File: config.mk
export PLATFORM = sky130hd
export DESIGN_NAME = scan_test_engine
export DESIGN_NICKNAME = d
export VERILOG_FILES = /design/src/rtl/scan_pkg.sv /design/src/rtl/scan_cell.sv /design/src/rtl/scan_chain.sv /design/src/rtl/scan_ctrl.sv /design/src/rtl/scan_unload.sv /design/src/rtl/scan_test_engine.sv
export SDC_FILE = /design/constraint.sdc
export NUM_CORES = 1
export LEC_CHECK = 0
export BUFFER_PORTS_ARGS = -buffer_cell sky130_fd_sc_hd__buf_4
export CAP_MARGIN = 20
export CORE_UTILIZATION = 51
export DETAILED_ROUTE_END_ITERATION = 10
export GPL_TIMING_DRIVEN = 0
export PLACE_DENSITY_LB_ADDON = 0.1
export SLEW_MARGIN = 20
export SYNTH_ARGS = -nofsm -noshare
export SYNTH_HDL_FRONTEND = slang
export SYNTH_SLANG_ARGS = --single-unit
export TNS_END_PERCENT = 20
File: constraint.sdc
create_clock -name clk -period 2.05 [get_ports clk]
set_clock_uncertainty 0.1 [all_clocks]
set_input_delay 0.3075 -clock clk [delete_from_list [all_inputs] [get_ports clk]]
set_output_delay 0.3075 -clock clk [all_outputs]
set_load 0.03 [all_outputs]
File: src/rtl/scan_pkg.sv
package scan_pkg;

    typedef enum logic [2:0] {
        ST_IDLE,
        ST_SHIFT_IN,
        ST_CAPTURE,
        ST_SHIFT_OUT,
        ST_DONE
    } seq_state_e;

    typedef struct packed {
        logic scan_en;
        logic scan_bit;
        logic unload;
        logic done;
        logic busy;
    } seq_ctrl_t;

    function automatic int unsigned cnt_bits(input int unsigned n);
        return (n < 2) ? 1 : $clog2(n);
    endfunction

endpackage

File: src/rtl/scan_cell.sv
module scan_cell (
    input  logic clk,
    input  logic rst,
    input  logic sel_scan,
    input  logic d_func,
    input  logic d_scan,
    output logic q
);
    always_ff @(posedge clk) begin
        if (rst)
            q <= 1'b0;
        else
            q <= sel_scan ? d_scan : d_func;
    end
endmodule

File: src/rtl/scan_chain.sv
module scan_chain #(
    parameter int unsigned WIDTH = 8
) (
    input  logic             clk,
    input  logic             rst,
    input  logic             scan_en,
    input  logic             scan_in,
    input  logic [WIDTH-1:0] func_d,
    output logic [WIDTH-1:0] q,
    output logic             scan_out
);
    logic [WIDTH:0] link;

    assign link[0] = scan_in;

    for (genvar i = 0; i < WIDTH; i++) begin : g_stage
        scan_cell u_cell (
            .clk      (clk),
            .rst      (rst),
            .sel_scan (scan_en),
            .d_func   (func_d[i]),
            .d_scan   (link[i]),
            .q        (q[i])
        );
        assign link[i+1] = q[i];
    end

    assign scan_out = link[WIDTH];

    // serial shift moves each stage up by one
    a_r2_shift_upper: assert property (@(posedge clk) disable iff (rst)
        scan_en |=> q[WIDTH-1:1] == $past(q[WIDTH-2:0]));
    a_r2_shift_entry: assert property (@(posedge clk) disable iff (rst)
        scan_en |=> q[0] == $past(scan_in));
endmodule

File: src/rtl/scan_ctrl.sv
module scan_ctrl
    import scan_pkg::*;
#(
    parameter int unsigned WIDTH = 8,
    localparam int unsigned CW = cnt_bits(WIDTH)
) (
    input  logic             clk,
    input  logic             rst,
    input  logic             start,
    input  logic [WIDTH-1:0] vector,
    output seq_ctrl_t        ctl,
    output logic [CW-1:0]    bit_idx
);
    localparam logic [CW-1:0] CNT_MAX = CW'(WIDTH - 1);

    seq_state_e       state;
    logic [CW-1:0]    cnt;
    logic [WIDTH-1:0] vec_r;

    always_ff @(posedge clk) begin
        if (rst) begin
            state <= ST_IDLE;
            cnt   <= '0;
            vec_r <= '0;
        end else begin
            unique case (state)
                ST_IDLE: begin
                    if (start) begin
                        state <= ST_SHIFT_IN;
                        cnt   <= CNT_MAX;
                        vec_r <= vector;
                    end
                end
                ST_SHIFT_IN: begin
                    if (cnt == '0) state <= ST_CAPTURE;
                    else           cnt   <= cnt - 1'b1;
                end
                ST_CAPTURE: begin
                    state <= ST_SHIFT_OUT;
                    cnt   <= CNT_MAX;
                end
                ST_SHIFT_OUT: begin
                    if (cnt == '0) state <= ST_DONE;
                    else           cnt   <= cnt - 1'b1;
                end
                ST_DONE: state <= ST_IDLE;
                default: state <= ST_IDLE;
            endcase
        end
    end

    always_comb begin
        ctl.scan_en  = (state == ST_SHIFT_IN) || (state == ST_SHIFT_OUT);
        ctl.scan_bit = (state == ST_SHIFT_IN) ? vec_r[cnt] : 1'b0;
        ctl.unload   = (state == ST_SHIFT_OUT);
        ctl.done     = (state == ST_DONE);
        ctl.busy     = (state != ST_IDLE) && (state != ST_DONE);
    end

    assign bit_idx = cnt;

    // the load phase counts down one step per clock
    a_r3_load_count: assert property (@(posedge clk) disable iff (rst)
        (state == ST_SHIFT_IN && cnt != '0) |=> state == ST_SHIFT_IN && cnt == $past(cnt) - 1'b1);
    // capture lasts a single cycle, then the unload starts at the top
    a_r4_capture_once: assert property (@(posedge clk) disable iff (rst)
        state == ST_CAPTURE |=> state == ST_SHIFT_OUT && cnt == CNT_MAX);
    // the done state is left after one cycle
    a_r6_done_leave: assert property (@(posedge clk) disable iff (rst)
        state == ST_DONE |=> state == ST_IDLE);
    // the latched vector is frozen while a test runs
    a_r7_vector_held: assert property (@(posedge clk) disable iff (rst)
        state != ST_IDLE |=> vec_r == $past(vec_r));
    // reset brings the controller back to idle
    a_r8_reset_idle: assert property (@(posedge clk)
        rst |=> state == ST_IDLE && cnt == '0);
endmodule

File: src/rtl/scan_unload.sv
module scan_unload #(
    parameter int unsigned WIDTH = 8,
    parameter int unsigned CW    = 3
) (
    input  logic             clk,
    input  logic             rst,
    input  logic             unload,
    input  logic [CW-1:0]    bit_idx,
    input  logic             scan_out,
    output logic [WIDTH-1:0] resp
);
    always_ff @(posedge clk) begin
        if (rst)
            resp <= '0;
        else if (unload)
            resp[bit_idx] <= scan_out;
    end

    // the final unload step fills bit 0 from the serial output
    a_r5_last_bit: assert property (@(posedge clk) disable iff (rst)
        (unload && bit_idx == '0) |=> resp[0] == $past(scan_out));
    // result is held outside the unload phase
    a_r6_resp_hold: assert property (@(posedge clk) disable iff (rst)
        !unload |=> $stable(resp));
endmodule

File: src/rtl/scan_test_engine.sv
module scan_test_engine
    import scan_pkg::*;
#(
    parameter int unsigned WIDTH = 8
) (
    input  logic             clk,
    input  logic             rst,
    input  logic             start,
    input  logic [WIDTH-1:0] test_vector,
    input  logic [WIDTH-1:0] func_d,
    output logic [WIDTH-1:0] func_q,
    output logic             scan_out,
    output logic             scan_en,
    output logic             busy,
    output logic             done,
    output logic [WIDTH-1:0] response
);
    localparam int unsigned CW = cnt_bits(WIDTH);

    seq_ctrl_t     ctl;
    logic [CW-1:0] bit_idx;

    scan_ctrl #(.WIDTH(WIDTH)) u_ctrl (
        .clk     (clk),
        .rst     (rst),
        .start   (start),
        .vector  (test_vector),
        .ctl     (ctl),
        .bit_idx (bit_idx)
    );

    scan_chain #(.WIDTH(WIDTH)) u_chain (
        .clk      (clk),
        .rst      (rst),
        .scan_en  (ctl.scan_en),
        .scan_in  (ctl.scan_bit),
        .func_d   (func_d),
        .q        (func_q),
        .scan_out (scan_out)
    );

    scan_unload #(.WIDTH(WIDTH), .CW(CW)) u_unload (
        .clk      (clk),
        .rst      (rst),
        .unload   (ctl.unload),
        .bit_idx  (bit_idx),
        .scan_out (scan_out),
        .resp     (response)
    );

    assign scan_en = ctl.scan_en;
    assign busy    = ctl.busy;
    assign done    = ctl.done;

    // functional mode loads the functional inputs
    a_r1_functional: assert property (@(posedge clk) disable iff (rst)
        (!busy && !scan_en) |=> func_q == $past(func_d));
    // the capture cycle inside a test loads the functional inputs
    a_r4_capture: assert property (@(posedge clk) disable iff (rst)
        (busy && !scan_en) |=> func_q == $past(func_d));
    // done is a single-cycle pulse
    a_r6_done_pulse: assert property (@(posedge clk) disable iff (rst)
        done |=> !done);
    // done never overlaps busy or shifting
    a_r9_done_quiet: assert property (@(posedge clk) disable iff (rst)
        done |-> !busy && !scan_en);
endmodule

==> results of run 1 <==
layer usage:
layer / share of wire (%) / routed length [µm]
met5: 0 / 0
met4: 2.9 / 82
met3: 5.3 / 153
met2: 48 / 1380
met1: 44 / 1250
area by class of cell:
cell class	instances	area share, %
buffer	20	6.60
clock buffer	8	4.42
inverter	6	1.26
multi-input combinational	109	36.3
sequential	30	33.8
tap	30	2.11
timing repair buffer	37	15.6
critical path, cell delays in order (launching register included):
cell	delay, ps
dfxtp_1	320
clkbuf_1	230
or2_2	350
nor2_1	90
buf_4	170
worst max path at each step:
stage,endpoint
final,done
after global routing,done
after CTS,u_ctrl.bit_idx[2]$_SDFFE_PP0P_
after detailed placement,u_ctrl.bit_idx[2]$_SDFFE_PP0P_
after global placement,u_ctrl.bit_idx[2]$_SDFFE_PP0P_
after floorplan,u_ctrl.bit_idx[2]$_SDFFE_PP0P_
cell families (layout without fill, tap and decap cells):
kind of cell / count (synthesis) / after routing
and+or+nand+nor: 63 / 63
AOI/OAI and AO/OA: 38 / 38
xor gates and xnor gates: 1 / 1
adders and majority gates: 2 / 2
DFF: 30 / 30
buffers and inverters: 27 / 71
muxes: 5 / 5
what timing repair did:
action,4_1_cts,5_1_grt
gates resized for setup,0,1
cloned,0,0
endpoints found under the setup margin,1,1
cells in the final DEF (no fill, tap or decap), types with 2 or more instances in the layout:
cell type / count
clkbuf_8: 3
nor2_1: 2
nand3_1: 7
nand2b_1: 4
buf_2: 4
nand2_1: 32
clkbuf_4: 5
o21ai_0: 6
a31oi_1: 2
o31ai_1: 2
a21oi_1: 23
buf_4: 45
nor3_1: 4
inv_1: 6
mux2i_1: 4
nor2b_1: 2
o21a_1: 2
clkbuf_1: 7
nand4_1: 3
ha_1: 2
dfxtp_1: 29
power groups by stage:
stage          combinational (W)  clock (W)  sequential, W
2_1_floorplan           0.000266          0       0.000665
3_3_place_gp            0.000364          0       0.000668
3_5_place_dp            0.000372          0       0.000670
4_1_cts                 0.000363   0.000447       0.000665
5_1_grt                 0.000402   0.000475       0.000672
6_report                0.000362   0.000434       0.000665
state kept, by name, indices dropped and copies added, names as in the netlist:
| signal | cells |
|---|---|
| u_chain.g_stage.u_cell.q | 8 |
| u_ctrl.vec_r | 8 |
| u_unload.resp | 8 |
| u_ctrl.bit_idx | 3 |
| u_ctrl.state | 3 |
per-stage QoR:
stage	total power (W)	cell area, µm²	util, %	hold WS [ps]	setup slack (ps)
finish	0.00146	1780	70.7	117	154
global route	0.00155	1780	70.7	114	47.6
CTS	0.00147	1780	70.6	103	136
detailed placement	0.00104	1710	67.7	346	16.7
floorplan	0.000932	1390	-	332	297
global placement	0.00103	1710	67.7	340	89.5
==> qor.txt, run 1 <==
Initial Utilization -> 55.2%
worst min path class -> input pin to flip-flop
pwr dens -> 819 mW/mm²
Seq pwr share -> 45.5%
CP Max Fanout -> 10
Most Crowded Layer GR -> met2
initial DRC count -> 22
Die H -> 54.2 µm
Avg Vias per Cell -> 5.45
share of flip-flops with an asynchronous set or reset -> 0%
status -> completed
multi-input logic area -> 647 µm²
Core ar. -> 0.00252 mm²
Top FF cell, synth -> dfxtp_1
share of cells above drive strength 1 -> 30.5%
Avg Cell Area, Syn -> 8.38 µm²
Worst Path Arrival -> 1490 ps
Syn Nets -> 187
buffers added on ports -> 37
Synth area leaders -> dfxtp_1 (43%), nand2_1 (8.6%), a21oi_1 (8.3%)
cell count after placement -> 233
Synth Area in Adders -> 1.80%
global-route wire length before repair -> 4.73 mm
Yosys warnings -> 0
clk_lat worst skew -> 320 ps
vias in the first global route -> 1,136
Reg2Reg Depth -> 6
Internal Power -> 0.00102 W
Final period util -> 92.5%
nets@finish -> 230
maximum number of pins on one net before global-route repair -> 14
switching power share of the total -> 30.1%
Inserted Clock Buffers -> 5
RSZ-0062 raised after global routing -> false
crit path launch -> u_ctrl.state[1]$_SDFFE_PP0P_
DRC viols -> 0
M1 GR Usage -> 27.8%
Comb pwr share -> 24.8%
HP Start -> func_d[0]
Die Width -> 54.2 µm
synth unique cells -> 34
Period minus WS final -> 1900 ps
register bit total from synthesis -> 30
GRT met3 Usage -> 6.39%
reg2reg setup slack -> 250 ps
area leader, netlist -> dfxtp_1
CTS H-tree lvls -> 2
Hold Fails Final Rpt -> 0
hold_buf cts -> 0
setup violators final -> 0
IO Pins -> 39
Clk pin slew, worst setup/hold paths -> 90 ps
Post-synth EDFFs -> 0
CP required -> 1640 ps
Site Rows -> 18
startpoint of the worst register-to-register path -> u_ctrl.bit_idx[0]$_SDFFE_PP0P_
GR Layer Usage met2 -> 36.4%
First-pass DRT Iterations -> 4
Crit Path Class -> flip-flop to output port
post-DP HPWL -> 2.15 mm
Clock Tree Buf Depth -> 2
GP Congestion -> 0.835
fill count -> 236
total number of vias -> 1,309
Synth Area in Simple Gates -> 23.6%
WL final -> 2.87 mm
Die ar. -> 0.00294 mm²
synthesized instance count -> 166
f_max -> 527 MHz
Commonest cells post-synth -> nand2_1 (32), dfxtp_1 (30), a21oi_1 (23)
Post-CTS Setup Bufs -> 0
number of max-cap violations -> 0
TritonCTS Sinks -> 30
ant diodes -> 0
total track usage -> 23.2%
compound-cell area share of the yosys netlist -> 16.0%
power share of the clock group -> 29.7%
critical path endpoint category -> output port
Area Overhead vs Synth -> 28.1%
post-route insts no fill -> 240
largest family of logic cells by synthesized area -> simple AND/OR/NAND/NOR gates
Synth top area share -> 43.2%
measured slew at the worst slew-check pin -> 719 ps
Register Area -> 602 µm²
post-synthesis mux area share -> 4.50%
Worst setup SP type -> flip-flop
Final Max Tran Viols -> 0
post-synthesis sequential area ratio -> 43.2%
sw power -> 0.000440 W
Final TNS setup -> 0 ps
ANT nets after route -> 0
initial antenna violation count -> 0
CTS tree -> built
xor/xnor share of the synthesized area -> 0.629%
hold path depth -> 3
GR Overflow Total -> 0
clock root buffer master -> clkbuf_4
Rel. slew slack -> 52.0%
worst hold endpoint -> u_chain.g_stage[0].u_cell.q$_SDFF_PP0_
worst flop-to-flop path endpoint -> u_ctrl.bit_idx[2]$_SDFFE_PP0P_
most numerous cell in the Yosys netlist -> nand2_1
VDD IR max -> 0.629 mV
Leak -> 0.776 nW
DR WL/cell -> 12.0 µm
mapped cell area -> 0.00139 mm²
Power figures use the tool's default switching activity.
==> run 2, diff against run 1 <==
Settings changed: ABC_AREA set to 1.
==> run 2 against run 1 <==
Against the previous run: sequential power grew 16%; critical path type unchanged; largest cell class unchanged; combinational power grew 120%; highest routed layer unchanged; via count grew 2.7%; largest power group is now combinational cells; setup slack gained 81 ps.
==> qor.txt, run 2 <==
status -> completed
worst flop-to-flop path endpoint -> u_ctrl.bit_idx[1]$_SDFFE_PP0P_
Rel. slew slack -> 64.8% (+13 points)
Worst path top cell family by delay -> flip-flops
Period minus WS final -> 1820 ps (-80.8 ps)
Commonest cells post-synth -> nand2_1 (33), dfxtp_1 (30), a21oi_1 (19)
most numerous cell in the Yosys netlist -> nand2_1
HP Start -> rst
Worst Path Arrival -> 1410 ps (-80 ps)
CTS H-tree lvls -> 2 (unchanged)
number of max-cap violations -> 0 (unchanged)
register bit total from synthesis -> 30 (unchanged)
Clk pin slew, worst setup/hold paths -> 90 ps (about the same)
critical path buffer and inverter count -> 3 (+1)
mapped cell area -> 0.00141 mm² (+0.99%)
clk_lat worst skew -> 320 ps (about the same)
post-synthesis sequential area ratio -> 42.7% (-0.42 points)
commonest non-fill, non-tap cells in the layout -> buf_4 (46), nand2_1 (33), dfxtp_1 (30), a21oi_1 (19)
CTS tree -> built
total number of vias -> 1,344 (+2.7%)
cell count after placement -> 252 (+8.2%)
xor/xnor share of the synthesized area -> 0.623% (-0.0062 points)
worst min path class -> input pin to flip-flop
setup ws final -> 235 ps (+80.8 ps)
buffers added on ports -> 38 (+2.7%)
initial DRC count -> 18 (-18%)
Site Rows -> 18 (unchanged)
reg2reg setup slack -> 430 ps (+180 ps)
CP peak stage delay -> 490 ps (+140 ps)
worst hold endpoint -> u_unload.resp[0]$_SDFFE_PP0P_
Die Width -> 54.5 µm (+0.48%)
post_cts resized -> 0 (unchanged)
global-route wire length before repair -> 4.83 mm (+2.2%)
initial antenna violation count -> 0 (unchanged)
DRC viols -> 0 (unchanged)
Crit Path Class -> flip-flop to output port
total track usage -> 23.9% (+0.74 points)
commonest non-fill, non-tap cell in the layout -> buf_4
hold_buf cts -> 0 (unchanged)
Final Max Tran Viols -> 0 (unchanged)
post-route insts no fill -> 259 (+7.9%)
Synth area leaders -> dfxtp_1 (43%), nand2_1 (8.8%), a21oi_1 (6.8%)
hold path depth -> 2 (-1)
Post-CTS Setup Bufs -> 0 (unchanged)
Avg Cell Area, Syn -> 7.64 µm² (-8.9%)
GR Overflow Total -> 0 (unchanged)
CP required -> 1640 ps (about the same)
WL final -> 2.94 mm (+2.3%)
Top FF cell, synth -> dfxtp_1
pre-CTS setup slack -> 463 ps (+446 ps)
post-synthesis mux area share -> 0% (-4.5 points)
Core ar. -> 0.00254 mm² (+0.89%)
f_max -> 551 MHz (+4.5%)
clock root buffer master -> clkbuf_4
setup violators final -> 0 (unchanged)
share of flip-flops with an asynchronous set or reset -> 0% (unchanged)
First-pass DRT Iterations -> 4 (unchanged)
CP max stage cell -> dfxtp_1
Final period util -> 88.5% (-3.9 points)
Area Overhead vs Synth -> 26.2%
Yosys warnings -> 0 (unchanged)
Die ar. -> 0.00297 mm² (+0.96%)
synth unique cells -> 28 (-18%)
Leak -> 0.836 nW (+7.8%)
Synth Area in Adders -> 1.78% (-0.018 points)
Reg2Reg Depth -> 6 (unchanged)
pwr dens -> 1060 mW/mm² (+30%)
VDD IR max -> 0.720 mV (+14%)
largest family of logic cells by synthesized area -> simple AND/OR/NAND/NOR gates
Synth top area share -> 42.7% (-0.42 points)
startpoint of the worst register-to-register path -> u_ctrl.bit_idx[0]$_SDFFE_PP0P_
compound-cell area share of the yosys netlist -> 15.0% (-0.96 points)
maximum number of pins on one net before global-route repair -> 11 (-3)
nets@finish -> 250 (+8.7%)
Initial Utilization -> 55.2% (about the same)
Avg Vias per Cell -> 5.19 (-4.9%)
measured slew at the worst slew-check pin -> 528 ps (-191 ps)
Post-synth EDFFs -> 0 (unchanged)
post-DP HPWL -> 2.25 mm (+4.8%)
Inserted Clock Buffers -> 5 (unchanged)
Hold Fails Final Rpt -> 0 (unchanged)
Final TNS setup -> 0 ps (unchanged)
ANT nets after route -> 0 (unchanged)
synthesized instance count -> 184 (+11%)
worst-path cell chain -> inv_2, nor2_2, buf_6, buf_4
Die H -> 54.5 µm (+0.48%)
Synth Area in Simple Gates -> 27.7% (+4.1 points)
Syn Nets -> 205 (+9.6%)
IO Pins -> 39 (unchanged)
top flop regs -> u_chain.g_stage.u_cell.q (8), u_ctrl.vec_r (8), u_unload.resp (8)
critical path endpoint category -> output port
ant diodes -> 0 (unchanged)
TritonCTS Sinks -> 30 (unchanged)
RSZ-0062 raised after global routing -> false
vias in the first global route -> 1,208 (+6.3%)
share of cells above drive strength 1 -> 31.0% (+0.53 points)
Clock Tree Buf Depth -> 2 (unchanged)
CP Max Fanout -> 10 (unchanged)
GP Congestion -> 0.848 (+1.5%)
area leader, netlist -> dfxtp_1
Worst setup SP type -> flip-flop
DR WL/cell -> 11.3 µm (-5.2%)
==> run 2: cells by family (layout without fill, tap and decap cells) <==
logic type	count (synthesis)	after routing
adders and majority gates	2	2
xor gates and xnor gates	1	1
buffers and inverters	32	77
and+or+nand+nor	79	79
DFF	30	30
AOI/OAI and AO/OA	40	40
==> run 2: worst max-delay path by stage <==
stage	start	to	depth (start not counted)
final	u_ctrl.state[0]$_SDFFE_PP0P_	scan_en	4
after global placement	u_ctrl.bit_idx[0]$_SDFFE_PP0P_	u_ctrl.bit_idx[1]$_SDFFE_PP0P_	6
after CTS	u_ctrl.state[0]$_SDFFE_PP0P_	scan_en	4
after global routing	u_ctrl.state[0]$_SDFFE_PP0P_	scan_en	4
after detailed placement	u_ctrl.bit_idx[0]$_SDFFE_PP0P_	u_ctrl.bit_idx[1]$_SDFFE_PP0P_	6
after floorplan	u_ctrl.state[0]$_SDFFE_PP0P_	done	3
==> run 2: worst reg2reg max path: stages, from the launching register on <==
cell     delay, ps
dfxtp_1        560
inv_4          150
ha_1           250
nand3_1        140
nand3_2        130
o21ai_1        140
a21oi_1         50
==> run 2: final cells by class <==
| type | instances | area (µm²) |
|---|---|---|
| Multi-Input combinational cell | 122 | 634 |
| Clock buffer | 7 | 45.0 |
| Sequential cell | 30 | 601 |
| Inverter | 19 | 73.8 |
| Buffer | 13 | 96.3 |
| Tap cell | 30 | 37.5 |
| Fill cell | 223 | 772 |
| Timing Repair Buffer | 38 | 285 |
==> run 2: layer usage <==
metal	routed length (µm)	track usage (%)
met5	0	0
met4	59	14.5
met1	1260	25.6
met3	143	9.44
met2	1470	39.2
==> run 2: power by group <==
part	internal [W]	total [W]	switching, W
logic	0.000303	0.000796	0.000493
registers	0.000683	0.000774	0.0000911
clock network	0.000129	0.000316	0.000187
==> run 2: per-stage QoR <==
stage / power, W / hold WS [ps] / utilization (%) / area [µm²]
after floorplan: 0.00137 / 277 / - / 1410
after global placement: 0.00155 / 341 / 67.9 / 1730
after detailed placement: 0.00158 / 345 / 67.9 / 1730
after CTS: 0.00189 / 65.4 / 69.7 / 1770
after global routing: 0.00203 / 63.9 / 69.7 / 1770
final: 0.00189 / 77.4 / 69.7 / 1770
==> run 3, diff against run 2 <==
--- a/constraint.sdc
+++ b/constraint.sdc
@@ -3,3 +3,3 @@
 set_input_delay 0.3075 -clock clk [delete_from_list [all_inputs] [get_ports clk]]
 set_output_delay 0.3075 -clock clk [all_outputs]
-set_load 0.03 [all_outputs]
+set_load 0.1 [all_outputs]
==> run 3 against run 2 <==
Against the previous run: utilization rose by 0.88 points; sequential share of layout area decreased by 0.42 points; register-to-register slack got worse by 30 ps; clock power up 16%; setup slack lost 120 ps; sequential power about the same; final area grew 1.3%; non-clock buffer count unchanged; via count fell by 0.97%; flip-flop and latch count unchanged; total power increased by 18%; clock-buffer cell count is the same.
==> qor.txt, run 3 (same netlist as run 2, synthesis figures left out) <==
Clock Tree Buf Depth -> 2 (unchanged)
share of cells above drive strength 1 -> 32.2% (+1.2 points)
IO Pins -> 39 (unchanged)
CTS H-tree lvls -> 2 (unchanged)
fill count -> 224 (+0.45%)
f_max -> 516 MHz (-6.3%)
buffers added on ports -> 38 (unchanged)
ant diodes -> 0 (unchanged)
Area Overhead vs Synth -> 27.8%
clock root buffer master -> clkbuf_4
Final period util -> 94.5% (+5.9 points)
HP Start -> rst
ANT nets after route -> 0 (unchanged)
Final Max Tran Viols -> 0 (unchanged)
vias in the first global route -> 1,208 (unchanged)
Initial Utilization -> 55.2% (unchanged)
total number of vias -> 1,331 (-0.97%)
commonest non-fill, non-tap cell in the layout -> buf_4
post_cts resized -> 0 (unchanged)
TritonCTS Sinks -> 30 (unchanged)
Clk pin slew, worst setup/hold paths -> 110 ps (+20 ps)
Leak -> 0.846 nW (+1.2%)
DR WL/cell -> 12.0 µm (+5.9%)
Die H -> 54.5 µm (unchanged)
measured slew at the worst slew-check pin -> 507 ps (-20.7 ps)
switching power share of the total -> 48.0% (+7.2 points)
critical path endpoint category -> output port
post-DP HPWL -> 2.38 mm (+5.8%)
DRC viols -> 0 (unchanged)
Final TNS setup -> 0 ps (unchanged)
Site Rows -> 18 (unchanged)
Seq pwr share -> 34.8% (-6.2 points)
Hold Fails Final Rpt -> 0 (unchanged)
Worst setup SP type -> flip-flop
nets@finish -> 250 (unchanged)
RSZ-0062 raised after global routing -> false
CP required -> 1640 ps (about the same)
clk_lat worst skew -> 330 ps (about the same)
global-route wire length before repair -> 5.04 mm (+4.3%)
status -> completed
CP Max Fanout -> 10 (unchanged)
GR Overflow Total -> 0 (unchanged)
Crit Path Class -> flip-flop to output port
power share of the clock group -> 16.5% (-0.3 points)
Period minus WS final -> 1940 ps (+122 ps)
Comb pwr share -> 48.7% (+6.5 points)
CTS tree -> built
top flop regs -> u_chain.g_stage.u_cell.q (8), u_ctrl.vec_r (8), u_unload.resp (8)
critical path buffer and inverter count -> 3 (unchanged)
sw power -> 0.00107 W (+38%)
Internal Power -> 0.00115 W (+3.5%)
startpoint of the worst register-to-register path -> u_ctrl.bit_idx[0]$_SDFFE_PP0P_
hold_buf cts -> 0 (unchanged)
worst-path cell chain -> inv_2, nor2_2, buf_6, buf_4
Inserted Clock Buffers -> 5 (unchanged)
initial DRC count -> 45 (+27)
Rel. slew slack -> 66.2% (+1.4 points)
Die Width -> 54.5 µm (unchanged)
number of max-cap violations -> 0 (unchanged)
Core ar. -> 0.00254 mm² (unchanged)
Die ar. -> 0.00297 mm² (unchanged)
VDD IR max -> 1.02 mV (+42%)
CP peak stage delay -> 480 ps (about the same)
maximum number of pins on one net before global-route repair -> 11 (unchanged)
Worst path top cell family by delay -> buffers and inverters
initial antenna violation count -> 0 (unchanged)
Tot Pwr -> 0.00222 W (+18%)
total track usage -> 24.0% (+0.060 points)
Worst Path Arrival -> 1530 ps (+120 ps)
GP Congestion -> 0.861 (+1.5%)
pwr dens -> 1240 mW/mm² (+16%)
commonest non-fill, non-tap cells in the layout -> buf_4 (46), nand2_1 (33), dfxtp_1 (30), a21oi_1 (19), o21ai_1 (18)
First-pass DRT Iterations -> 4 (unchanged)
setup violators final -> 0 (unchanged)
Avg Vias per Cell -> 5.12 (-1.3%)
crit path launch -> u_ctrl.state[0]$_SDFFE_PP0P_
Post-CTS Setup Bufs -> 0 (unchanged)
worst min path class -> input pin to flip-flop
WL final -> 3.12 mm (+6.3%)
CP max stage cell -> dfxtp_1
[run 3: per-stage QoR]
| step | util, % | area (µm²) | worst slack, ps | std cells | hold slack, ps |
|---|---|---|---|---|---|
| finish | 70.6 | 1800 | 113 | 260 | 66.1 |
| global placement | 68.2 | 1740 | 462 | 252 | 339 |
| floorplan | - | 1410 | 39.1 | 184 | 277 |
| CTS | 70.6 | 1800 | 99.5 | 260 | 64.9 |
| detailed placement | 68.2 | 1740 | 435 | 252 | 347 |
| global route | 70.6 | 1800 | 33.8 | 260 | 76.9 |
[run 3: final cells by class]
| cell class | instances | area, µm² | area share [%] |
|---|---|---|---|
| buffer | 13 | 96.3 | 5.37 |
| clock buffer | 7 | 55.1 | 3.07 |
| clock inverter | 1 | 5.00 | 0.279 |
| inverter | 19 | 73.8 | 4.11 |
| multi-input combinational | 122 | 642 | 35.7 |
| sequential | 30 | 601 | 33.4 |
| tap | 30 | 37.5 | 2.09 |
| timing repair buffer | 38 | 285 | 15.9 |
[run 3: path summary, 6_finish.rpt]
path | endpoint | slack [ps] | cells past startpoint
setup / recovery | scan_en | 110 | 4
hold / removal | u_unload.resp[0]$_SDFFE_PP0P_ | 70 | 2
setup reg to reg | u_ctrl.bit_idx[1]$_SDFFE_PP0P_ | 400 | 6
hold reg to reg | u_ctrl.vec_r[1]$_SDFFE_PP0P_ | 360 | 2
[run 3: routing by layer]
| layer | GRT usage (%) | routed length, µm | up-vias |
|---|---|---|---|
| met2 | 43.1 | 1600 | 44 |
| li1 | - | - | 687 |
| met3 | 5.83 | 161 | 4 |
| met5 | 0 | 0 | - |
| met4 | 9.83 | 25 | 0 |
| met1 | 26.6 | 1340 | 596 |
[run 3: power groups by stage]
stage / Clock [W] / Sequential (W) / Combinational [W]
final: 0.000366 / 0.000774 / 0.00108
after global routing: 0.000385 / 0.000788 / 0.00117
after CTS: 0.000371 / 0.000774 / 0.00108
after detailed placement: 0 / 0.000787 / 0.00108
after global placement: 0 / 0.000780 / 0.00104
after floorplan: 0 / 0.000806 / 0.000828
